===== config.mk =====
export PLATFORM = sky130hd
export DESIGN_NAME = status_flag_reg
export DESIGN_NICKNAME = d
export VERILOG_FILES = /design/src/rtl/status_flag_pkg.sv /design/src/rtl/status_arith_flags.sv /design/src/rtl/status_power_flags.sv /design/src/rtl/status_flag_reg.sv
export SDC_FILE = /design/constraint.sdc
export NUM_CORES = 1
export LEC_CHECK = 0
export ABC_AREA = 1
export BUFFER_PORTS_ARGS = -buffer_cell sky130_fd_sc_hd__buf_2
export CAP_MARGIN = 20
export CORE_AREA = 8 8 45 47
export CTS_BUF_LIST = sky130_fd_sc_hd__clkbuf_16
export CTS_CLUSTER_SIZE = 20
export DETAILED_ROUTE_END_ITERATION = 7
export DIE_AREA = 0 0 53 55
export GPL_TIMING_DRIVEN = 0
export SLEW_MARGIN = 0
export SYNTH_ARGS = -nofsm -noshare
export SYNTH_HDL_FRONTEND = slang
export SYNTH_SLANG_ARGS = --single-unit

===== constraint.sdc =====
create_clock -name clk -period 0.9 [get_ports clk]
set_input_delay 0.18 -clock clk [delete_from_list [all_inputs] [get_ports clk]]
set_output_delay 0.18 -clock clk [all_outputs]
set_load 0.01 [all_outputs]

===== src/rtl/status_flag_pkg.sv =====
package status_flag_pkg;
    localparam int STAT_W     = 8;
    localparam int ARITH_N    = 4;
    localparam int POS_C      = 0;
    localparam int POS_AC     = 1;
    localparam int POS_Z      = 2;
    localparam int POS_OV     = 3;
    localparam int POS_PDF    = 4;
    localparam int POS_TO     = 5;
    localparam int PAD_W      = STAT_W - ARITH_N - 2;

    typedef struct packed {
        logic ov;
        logic z;
        logic ac;
        logic c;
    } arith_flags_t;

    typedef struct packed {
        logic clr_wdt;
        logic halt;
        logic timeout;
    } pm_event_t;

    typedef struct packed {
        logic to;
        logic pdf;
    } pm_flags_t;

    function automatic logic [STAT_W-1:0] pack_status(arith_flags_t a, pm_flags_t p);
        logic [STAT_W-1:0] s;
        s = '0;
        s[POS_C]   = a.c;
        s[POS_AC]  = a.ac;
        s[POS_Z]   = a.z;
        s[POS_OV]  = a.ov;
        s[POS_PDF] = p.pdf;
        s[POS_TO]  = p.to;
        return s;
    endfunction
endpackage


===== src/rtl/status_arith_flags.sv =====
module status_arith_flags
    import status_flag_pkg::*;
#(
    parameter int N = ARITH_N
) (
    input  logic         clk,
    input  logic         rst,
    input  logic         wr_en,
    input  logic [N-1:0] wr_bits,
    input  logic [N-1:0] upd,
    input  logic [N-1:0] val,
    output logic [N-1:0] flags
);
    for (genvar i = 0; i < N; i++) begin : g_flag
        logic q;
        always_ff @(posedge clk) begin
            if (rst)
                q <= 1'b0;
            else if (wr_en)
                q <= wr_bits[i];
            else if (upd[i])
                q <= val[i];
        end
        assign flags[i] = q;
    end
endmodule


===== src/rtl/status_power_flags.sv =====
module status_power_flags
    import status_flag_pkg::*;
(
    input  logic      clk,
    input  logic      rst,
    input  pm_event_t ev,
    output pm_flags_t flags
);
    pm_flags_t q;

    always_ff @(posedge clk) begin
        if (rst) begin
            q <= '0;
        end else begin
            if (ev.halt)
                q.pdf <= 1'b1;
            else if (ev.clr_wdt)
                q.pdf <= 1'b0;

            if (ev.timeout)
                q.to <= 1'b1;
            else if (ev.clr_wdt || ev.halt)
                q.to <= 1'b0;
        end
    end

    assign flags = q;
endmodule


===== src/rtl/status_flag_reg.sv =====
module status_flag_reg
    import status_flag_pkg::*;
(
    input  logic              clk,
    input  logic              rst,
    input  logic              wr_en,
    input  logic [STAT_W-1:0] wr_data,
    input  logic [ARITH_N-1:0] alu_flag_val,
    input  logic [ARITH_N-1:0] alu_flag_upd,
    input  logic              clr_wdt,
    input  logic              halt,
    input  logic              wdt_timeout,
    output logic [STAT_W-1:0] rd_data
);
    logic [ARITH_N-1:0] arith_q;
    arith_flags_t       arith_s;
    pm_event_t          pm_ev;
    pm_flags_t          pm_q;
    logic               unused_wr_hi;

    assign unused_wr_hi = ^wr_data[STAT_W-1:ARITH_N];

    status_arith_flags #(.N(ARITH_N)) u_arith (
        .clk     (clk),
        .rst     (rst),
        .wr_en   (wr_en),
        .wr_bits (wr_data[ARITH_N-1:0]),
        .upd     (alu_flag_upd),
        .val     (alu_flag_val),
        .flags   (arith_q)
    );

    assign pm_ev = '{clr_wdt: clr_wdt, halt: halt, timeout: wdt_timeout};

    status_power_flags u_power (
        .clk   (clk),
        .rst   (rst),
        .ev    (pm_ev),
        .flags (pm_q)
    );

    assign arith_s = arith_flags_t'(arith_q);
    assign rd_data = pack_status(arith_s, pm_q);
endmodule


After elaboration in Yosys (flattened, before gate mapping)
Cells that the tools add are included.

storage, ports and cells
  memory bits (read-only) = 0
  bits in latches = 0
  output and inout bits = 8
  RAM bits = 0
  bits in registers = 6
  memories = 0
  logic and storage cells = 25

operators by class
  shifts and indexed selects = 0
  divide/modulo/power cells = 0
  muxes and demuxes = 12
  equality and inequality tests = 0
  $lt $le $gt $ge = 0
  add/sub/neg operators = 0
  reductions and logical operators = 7
  bitwise operators = 0
  $mul = 0

operators by type and width
  cell               count
  $mux 1             12
  $reduce_bool 2->1  6
  $logic_or 1x1->1   1

Longest topological paths before layout
Gate-level depths: netlist of run 1.

  word-level depth = 3
  mapped depth = 4
  gate-level depth less buffers = 4

By module
From an unflattened synthesis of run 1, not the netlist that was laid out.

unflattened totals
  cells, all modules = 50
  area, all modules = 319.1 sq um

by module, submodules not included
  module              sequential area each (sq um)  times used  area each (sq um)  cells an instance
  status_arith_flags  80.1                          1           227.7              38
  status_power_flags  40.0                          1           72.6               9
  status_flag_reg     0.0                           1           18.8               3

Worst setup path after synthesis of run 1
Ideal clock, no wire load.

  path kind = register to register
  from = register, netlist name u_power.flags[0]
  to = register u_power.q, in the netlist u_power.flags[0]
  setup time = 0.114 ns
  path slack = 0.293 ns
  arrival time = 0.493 ns
  cell stages (with the launch flop) = 3
  path through = dfxtp_1 a21oi_1 nor2_1

RTL lines
  element        line                     source
  end, declared  status_power_flags.sv:9  pm_flags_t q;

Final worst setup path of run 1
  from = register u_power.q, in the netlist u_power.flags[1]
  to = output port rd_data[5]

RTL lines
  element        line                   source
  end, declared  status_flag_reg.sv:13  output logic [STAT_W-1:0] rd_data

No word-level cell between the ends.

==> results.cfg, run 1 <==
[setup_path]
worst-path-buf-inv = 1
path_delay_family = flip-flops
path_cells = buf_2
worstSetupStartpointType = flop
cp.arrival_ns = 0.67
slowest_delay_ns = 0.31
worstSetupPathType = flop to output pin
cp_max_fo = 2
cp-end-kind = output pin
crit_required_ns = 0.72
cp_slowest_cell = dfxtp_1

[placement]
place_hpwl_um = 749.2
routabilityCongestion = 0.7110
portBuffers = 23

[grt]
grt_pass1_wl_um = 1297
met1_usage = 0.06098
grt_use_met2 = 0.09375
antenna_found_initial = 0
top_usage_layer = met2
track_usage = 0.06072
grt_max_degree = 9
overflow = 0
grt_pass1_vias = 362
grtUsageMet3 = 0.03743

[cts]
cts_tree = done
cts_made_buffers = 3
path_clk_slew_ns = 0.03
clock_latency_ns = 0.22
post_cts.repair.setup_buffers = 0
cts_sinks = 6
cts_hold_buf = 0
cts_resized = 8
h-tree-depth = 1
clock_path_buffers = 2
cts_root_buf = clkbuf_16

[synthesis]
synth_cell_types = 9
ys_seq_area_frac = 0.3810
yosysWarnings = 0
syn_area_um2 = 315.3
avgSynthCellArea_um2 = 6.306
ys_seq_elements = 6
synthCells = 50

[sta]
finalCritPeriodShare = 0.9394
timing.setup.tns_ns = 0
final_hold_viol_count = 0
min_period_ns = 0.8454
clock_skew_ns = 0
hold_ws_ns = 0.1608
slew_viol_final = 0
timing.fmax_ghz = 1.183
setup_viol_count_final = 0
rsz0062_at_grt = no

[drt]
drtPass1Iterations = 4
wl_per_cell_um = 9.596
drcViolationCount = 0
drt_iter0_drc = 2
via_per_inst = 3.843
wl_um = 854
vias = 342
ant_nets = 0

[power_and_ir_drop]
p_per_area_mw_per_mm2 = 2155
power.leakage_nw = 0.2959
ir_worst_vdd_uv = 1200
p_total_mw = 1.140

[floorplanning]
core-area_mm2 = 0.001384
start_util = 0.2278
die_h_um = 55
num_rows = 14
io_pins = 30
die_area_mm2 = 0.002915
die_w_um = 53

[finish]
nNetsFinal = 97
fin_util = 0.3825
drive_above_1_share = 0.4658
area_delta_synth_final_pct = 67.86
n_antenna_cell = 0

[outcome]
outcome = complete, no violations

[run]
drv_cap = 0

[worst_hold_path]
holdCritPathClass = primary input to flop
## report_power, final
| group | leakage, nW | internal, mW | switching (mW) |
|---|---|---|---|
| sequential | 0.0511 | 0.290 | 0.0109 |
| clock | 0.0370 | 0.568 | 0.129 |
| combinational | 0.208 | 0.0779 | 0.0644 |
## metrics by stage
step,area [um2],setup WS (ns),std cells
2_1_floorplan,319.1,0.2929,51
3_3_place_gp,454.2,0.1846,90
3_5_place_dp,454.2,0.1774,90
4_1_cts,529.3,0.04301,89
6_report,529.3,0.05455,89
5_1_grt,529.3,0.02631,89
## layout by cell type, fill, tap and decap left out, drive strengths merged
cell and count:
inv 8, nand2 9, buf 25, a21oi 2, dfxtp 6, conb 2, nor2 14, clkbuf 3
o21ai 4
## path summary, 6_finish.rpt
| path | from | to | slack (ns) | cells past startpoint |
|---|---|---|---|---|
| worst max-delay path | u_power.flags[1] | rd_data[5] | 0.05 | 1 |
| worst min-delay path | rst | u_power.flags[1] | 0.16 | 2 |
| worst max register to register | u_arith.g_flag[0].q | u_arith.g_flag[0].q | 0.25 | 4 |
| worst min register to register | u_power.flags[1] | u_power.flags[1] | 0.46 | 2 |
## flip-flops by register name, indices dropped and copies added (netlist names)
signal / flops
u_power.flags: 2
u_arith.g_flag.q: 4
## cell usage after synthesis, drive strengths merged
cell type / n / area share
conb: 1 / 0.012
nor2: 14 / 0.17
o21ai: 4 / 0.063
nand2: 9 / 0.11
inv: 8 / 0.095
dfxtp: 6 / 0.38
buf: 6 / 0.14
a21oi: 2 / 0.032
## final cells by class
type                       count  area, um2
fill                         157      854.6
timing repair buffer          23      140.1
sequential                     6      125.1
multi-input combinational     31      123.9
clock buffer                   3      75.07
inverter                       8      30.03
tap                           16      20.02
buffer                         2      15.01
## cells by family (layout without fill, tap and decap cells)
logic type             after synthesis  count (layout)  synth area share
buffers and inverters               14              36            0.2381
other                                1               2           0.01189
AOI/OAI and AO/OA                    6               6           0.09524
and+or+nand+nor                     23              23            0.2738
DFF                                  6               6            0.3810
## per-layer routing
metal | routed length [um] | up-vias
met5 | 0 | -
met4 | 10 | 0
met3 | 116 | 2
met2 | 362 | 17
met1 | 364 | 137
li1 | - | 186
Power figures use the tool's default switching activity.
==> run 2, diff against run 1 <==
CORE_AREA = 2 2 39 41   (was 8 8 45 47)
DIE_AREA = 0 0 41 43   (was 0 0 53 55)
==> results.cfg, run 2 (synthesis results as in run 1) <==
[setup_path]
crit_required_ns = 0.72
path_delay_family = flip-flops
cp-end-kind = output pin
worst-path-buf-inv = 1
crit_cells = 1
cp.arrival_ns = 0.67
path_cells = buf_2
slowest_delay_ns = 0.31
cp_slowest_cell = dfxtp_1
r2r-end = u_arith.g_flag[0].q
r2r_start = u_arith.g_flag[0].q
cp_max_fo = 2
r2r_cells = 4
worstSetupPathType = flop to output pin
worstSetupStartpointType = flop
r2r_slack_ns = 0.26

[drt]
drt_iter0_drc = 1
drtPass1Iterations = 3
vias = 340
ant_nets = 0
drcViolationCount = 0
via_per_inst = 3.820
wl_um = 648
wl_per_cell_um = 7.281

[worst_hold_path]
holdPathStages = 2
holdCritPathClass = primary input to flop
hp-start = rst
min_to = u_power.flags[1]

[finish]
drive_above_1_share = 0.4658
nNetsFinal = 97
area_delta_synth_final_pct = 67.86
final_common_cell = buf_2
largest_reg_flops = 4
n_antenna_cell = 0
regMostFlops = u_arith.g_flag.q
mostFrequentLayoutCells = 19 x buf_2, 14 x nor2_1, 9 x nand2_1

[cts]
cts_root_buf = clkbuf_16
cts_tree = done
cts_hold_buf = 0
cts_made_buffers = 3
clock_path_buffers = 2
path_clk_slew_ns = 0.03
h-tree-depth = 1
clock_latency_ns = 0.22
cts_sinks = 6

[sta]
setup_viol_count_final = 0
final_hold_viol_count = 0
min_period_ns = 0.8453
clock_skew_ns = 0
setup_slack_ns = 0.05469
timing.setup.tns_ns = 0
finalCritPeriodShare = 0.9392
slew_viol_final = 0
rsz0062_at_grt = no
timing.fmax_ghz = 1.183

[floorplanning]
die_area_mm2 = 0.001763
num_rows = 14
io_pins = 30
die_h_um = 43
die_w_um = 41
start_util = 0.2278
core-area_mm2 = 0.001384

[grt]
track_usage = 0.1033
antenna_found_initial = 0
grt_max_degree = 9
grt_pass1_vias = 330
grt_pass1_wl_um = 1200
overflow = 0

[power_and_ir_drop]
p_per_area_mw_per_mm2 = 2163
ir_worst_vdd_uv = 1402
power.leakage_nw = 0.2959

[placement]
pre_cts_ws_ns = 0.1821
portBuffers = 23
routabilityCongestion = 0.5856
place_hpwl_um = 549.9

[outcome]
outcome = complete, no violations

[run]
drv_cap = 0
## run 2: report_power, final
part           internal [mW]  total (mW)  switching [mW]
Combinational         0.0778       0.140          0.0617
Clock                  0.569       0.704           0.136
Sequential             0.290       0.301          0.0110
## run 2: worst max path at each step
stage,end,start
4_1_cts,rd_data[5],u_power.flags[1]
2_1_floorplan,u_power.flags[0],u_power.flags[0]
5_1_grt,rd_data[4],u_power.flags[0]
3_3_place_gp,rd_data[0],u_arith.g_flag[0].q
3_5_place_dp,rd_data[0],u_arith.g_flag[0].q
6_report,rd_data[4],u_power.flags[0]
## run 2: layout make-up
cell class | count | area, um2
fillers | 160 | 854.6
repair buffers | 23 | 140.1
flip-flops and latches | 6 | 125.1
multi-input cells | 31 | 123.9
clock buffers | 3 | 75.07
inverters | 8 | 30.03
well taps | 16 | 20.02
plain buffers | 2 | 15.01
## run 2: metrics by stage
stage          power (mW)  utilization  hold WS (ns)  instances  instance area, um2
2_1_floorplan      0.3786            -        0.2491         51               319.1
3_3_place_gp       0.4413       0.3282        0.3828         90               454.2
3_5_place_dp       0.4432       0.3282        0.3886         90               454.2
4_1_cts             1.165       0.3825        0.1535         89               529.3
5_1_grt             1.211       0.3825        0.1715         89               529.3
6_report            1.145       0.3825        0.1537         89               529.3
## run 2: what timing repair did
item                       in CTS  in global routing
resized for setup               8                  0
setup endpoints to repair       4                  0
buffers inserted                0                  0
## run 2: metal layers
metal	global-route usage	part of all wire
met2	0.1531	0.51
met3	0.07853	0.086
met5	0	0
met1	0.1058	0.41
met4	0.04000	0
==> run 3, diff against run 2 <==
ABC_AREA = unset   (was 1)
==> results.cfg, run 3 <==
[finish]
largest_reg_flops = 4
drive_above_1_share = 0.6000
finish.instance_area_um2 = 518.0
area_delta_synth_final_pct = 72.50
regMostFlops = u_arith.g_flag.q
nNetsFinal = 79
fin_util = 0.3743
final_common_cell = buf_2
finalNonFillerCells = 71
n_antenna_cell = 0

[floorplanning]
io_pins = 30
die_w_um = 41
die_area_mm2 = 0.001763
num_rows = 14
start_util = 0.2170
core-area_mm2 = 0.001384
die_h_um = 43

[synthesis]
synth_cell_types = 10
ys_seq_area_frac = 0.4000
synth_top_area_share = 0.4000
syn_area_um2 = 300.3
synth_ff_type = dfxtp_1
synthCells = 32
ys_seq_elements = 6
synth.top_cells.by_area = dfxtp_1 40%, buf_4 15%, mux2i_1 13%
ys_top_cells_by_count = 6 x buf_4, 6 x dfxtp_1, 4 x a211oi_1, 4 x mux2i_1, 4 x nor2b_1
yosysTopAreaCell = dfxtp_1
synth_edf_count = 0
avgSynthCellArea_um2 = 9.384
synth_async_sr_flop_share = 0
yosysWarnings = 0

[cts]
clock_latency_ns = 0.22
path_clk_slew_ns = 0.03
clock_path_buffers = 2
cts_made_buffers = 3
cts_root_buf = clkbuf_16
h-tree-depth = 1
cts_tree = done
cts_sinks = 6
post_cts.repair.setup_buffers = 0

[drt]
ant_nets = 0
wl_um = 594
via_per_inst = 3.986
drcViolationCount = 0
drtPass1Iterations = 1
vias = 283
wl_per_cell_um = 8.366
drt_iter0_drc = 0

[grt]
grt_pass1_wl_um = 1055
overflow = 0
grt_max_degree = 7
grt_pass1_vias = 294
track_usage = 0.09237
antenna_found_initial = 0

[sta]
finalCritPeriodShare = 0.9533
clock_skew_ns = 0
slew_viol_final = 0
final_hold_viol_count = 0
setup_viol_count_final = 0
timing.fmax_ghz = 1.166
min_period_ns = 0.8579

[setup_path]
worstSetupPathType = flop to flop
cp-end-kind = flop
r2r_slack_ns = 0.04
cp_max_fo = 2
r2r_start = u_power.flags[1]
startpoint = u_power.flags[1]
crit_required_ns = 1.06
cp.arrival_ns = 1.02
worstSetupStartpointType = flop

[placement]
portBuffers = 23
dp_cells = 72
dpl_cell_area_um2 = 439.2
routabilityCongestion = 0.6400
place_hpwl_um = 491.7

[power_and_ir_drop]
p_per_area_mw_per_mm2 = 2194
power.leakage_nw = 0.2656
ir_worst_vdd_uv = 889.7

[outcome]
outcome = complete, no violations

[worst_hold_path]
holdCritPathClass = primary input to flop
hp-start = wdt_timeout

[run]
drv_cap = 0
==> run 3: cell types whose count changed in the layout (fill, tap and decap cells not counted), sizes merged <==
| cell | previous run | this run |
|---|---|---|
| nor2b | 0 | 4 |
| nor2 | 14 | 0 |
| inv | 8 | 3 |
| o21ai | 4 | 0 |
| mux2i | 0 | 4 |
| a211oi | 0 | 4 |
| nand2b | 0 | 1 |
| nand2 | 9 | 0 |
| or3b | 0 | 1 |
==> run 3: final timing paths <==
path | endpoint | cells after the start
max | u_power.flags[1] | 2
min reg2reg | u_power.flags[0] | 2
min | u_power.flags[1] | 3
max reg2reg | u_power.flags[1] | 2
==> run 3: logic make-up after synthesis <==
family / count (synthesis) / share of synthesized area
AOI/OAI and AO/OA: 6 / 0.1333
other: 1 / 0.01249
muxes: 4 / 0.1333
buffers and inverters: 9 / 0.1875
DFF: 6 / 0.4000
and+or+nand+nor: 6 / 0.1333
==> run 3: through the flow <==
step	setup TNS, ns	setup slack (ns)	hold WS (ns)	power (mW)
global placement	0	0.04988	0.4163	0.4349
global route	-0.01705	-0.01705	0.2080	1.193
finish	0	0.04207	0.1928	1.137
floorplan	0	0.01827	0.2491	0.3715
CTS	0	0.04526	0.1915	1.150
detailed placement	0	0.05465	0.4232	0.4366
==> run 3: routing by layer <==
metal,share of wire,up-vias,track usage
met5,0,-,0
met4,0,0,0.06000
met3,0.12,0,0.04712
met2,0.44,14,0.1469
met1,0.43,123,0.08682
li1,-,146,-
==> run 3: layout make-up <==
class | instances | area [um2]
inverters | 3 | 11.26
clock buffers | 3 | 75.07
well taps | 16 | 20.02
fillers | 161 | 865.8
repair buffers | 23 | 140.1
plain buffers | 2 | 15.01
multi-input cells | 18 | 131.4
flip-flops and latches | 6 | 125.1
==> run 3: power breakdown <==
part	internal [mW]	switching [mW]	leakage, nW
sequential	0.290	0.0109	0.0511
clock	0.569	0.132	0.0370
combinational	0.0822	0.0524	0.178
==> run 3: critical path, stage by stage (launching register included) <==
cell	delay [ns]
dfxtp_1	0.31
or3b_1	0.36
a21oi_2	0.13
==> run 3: what timing repair did <==
action	in CTS	in global routing
gates resized for setup	8	1
hold buffers	0	0
gates cloned	0	0
endpoints found under the setup margin	4	1
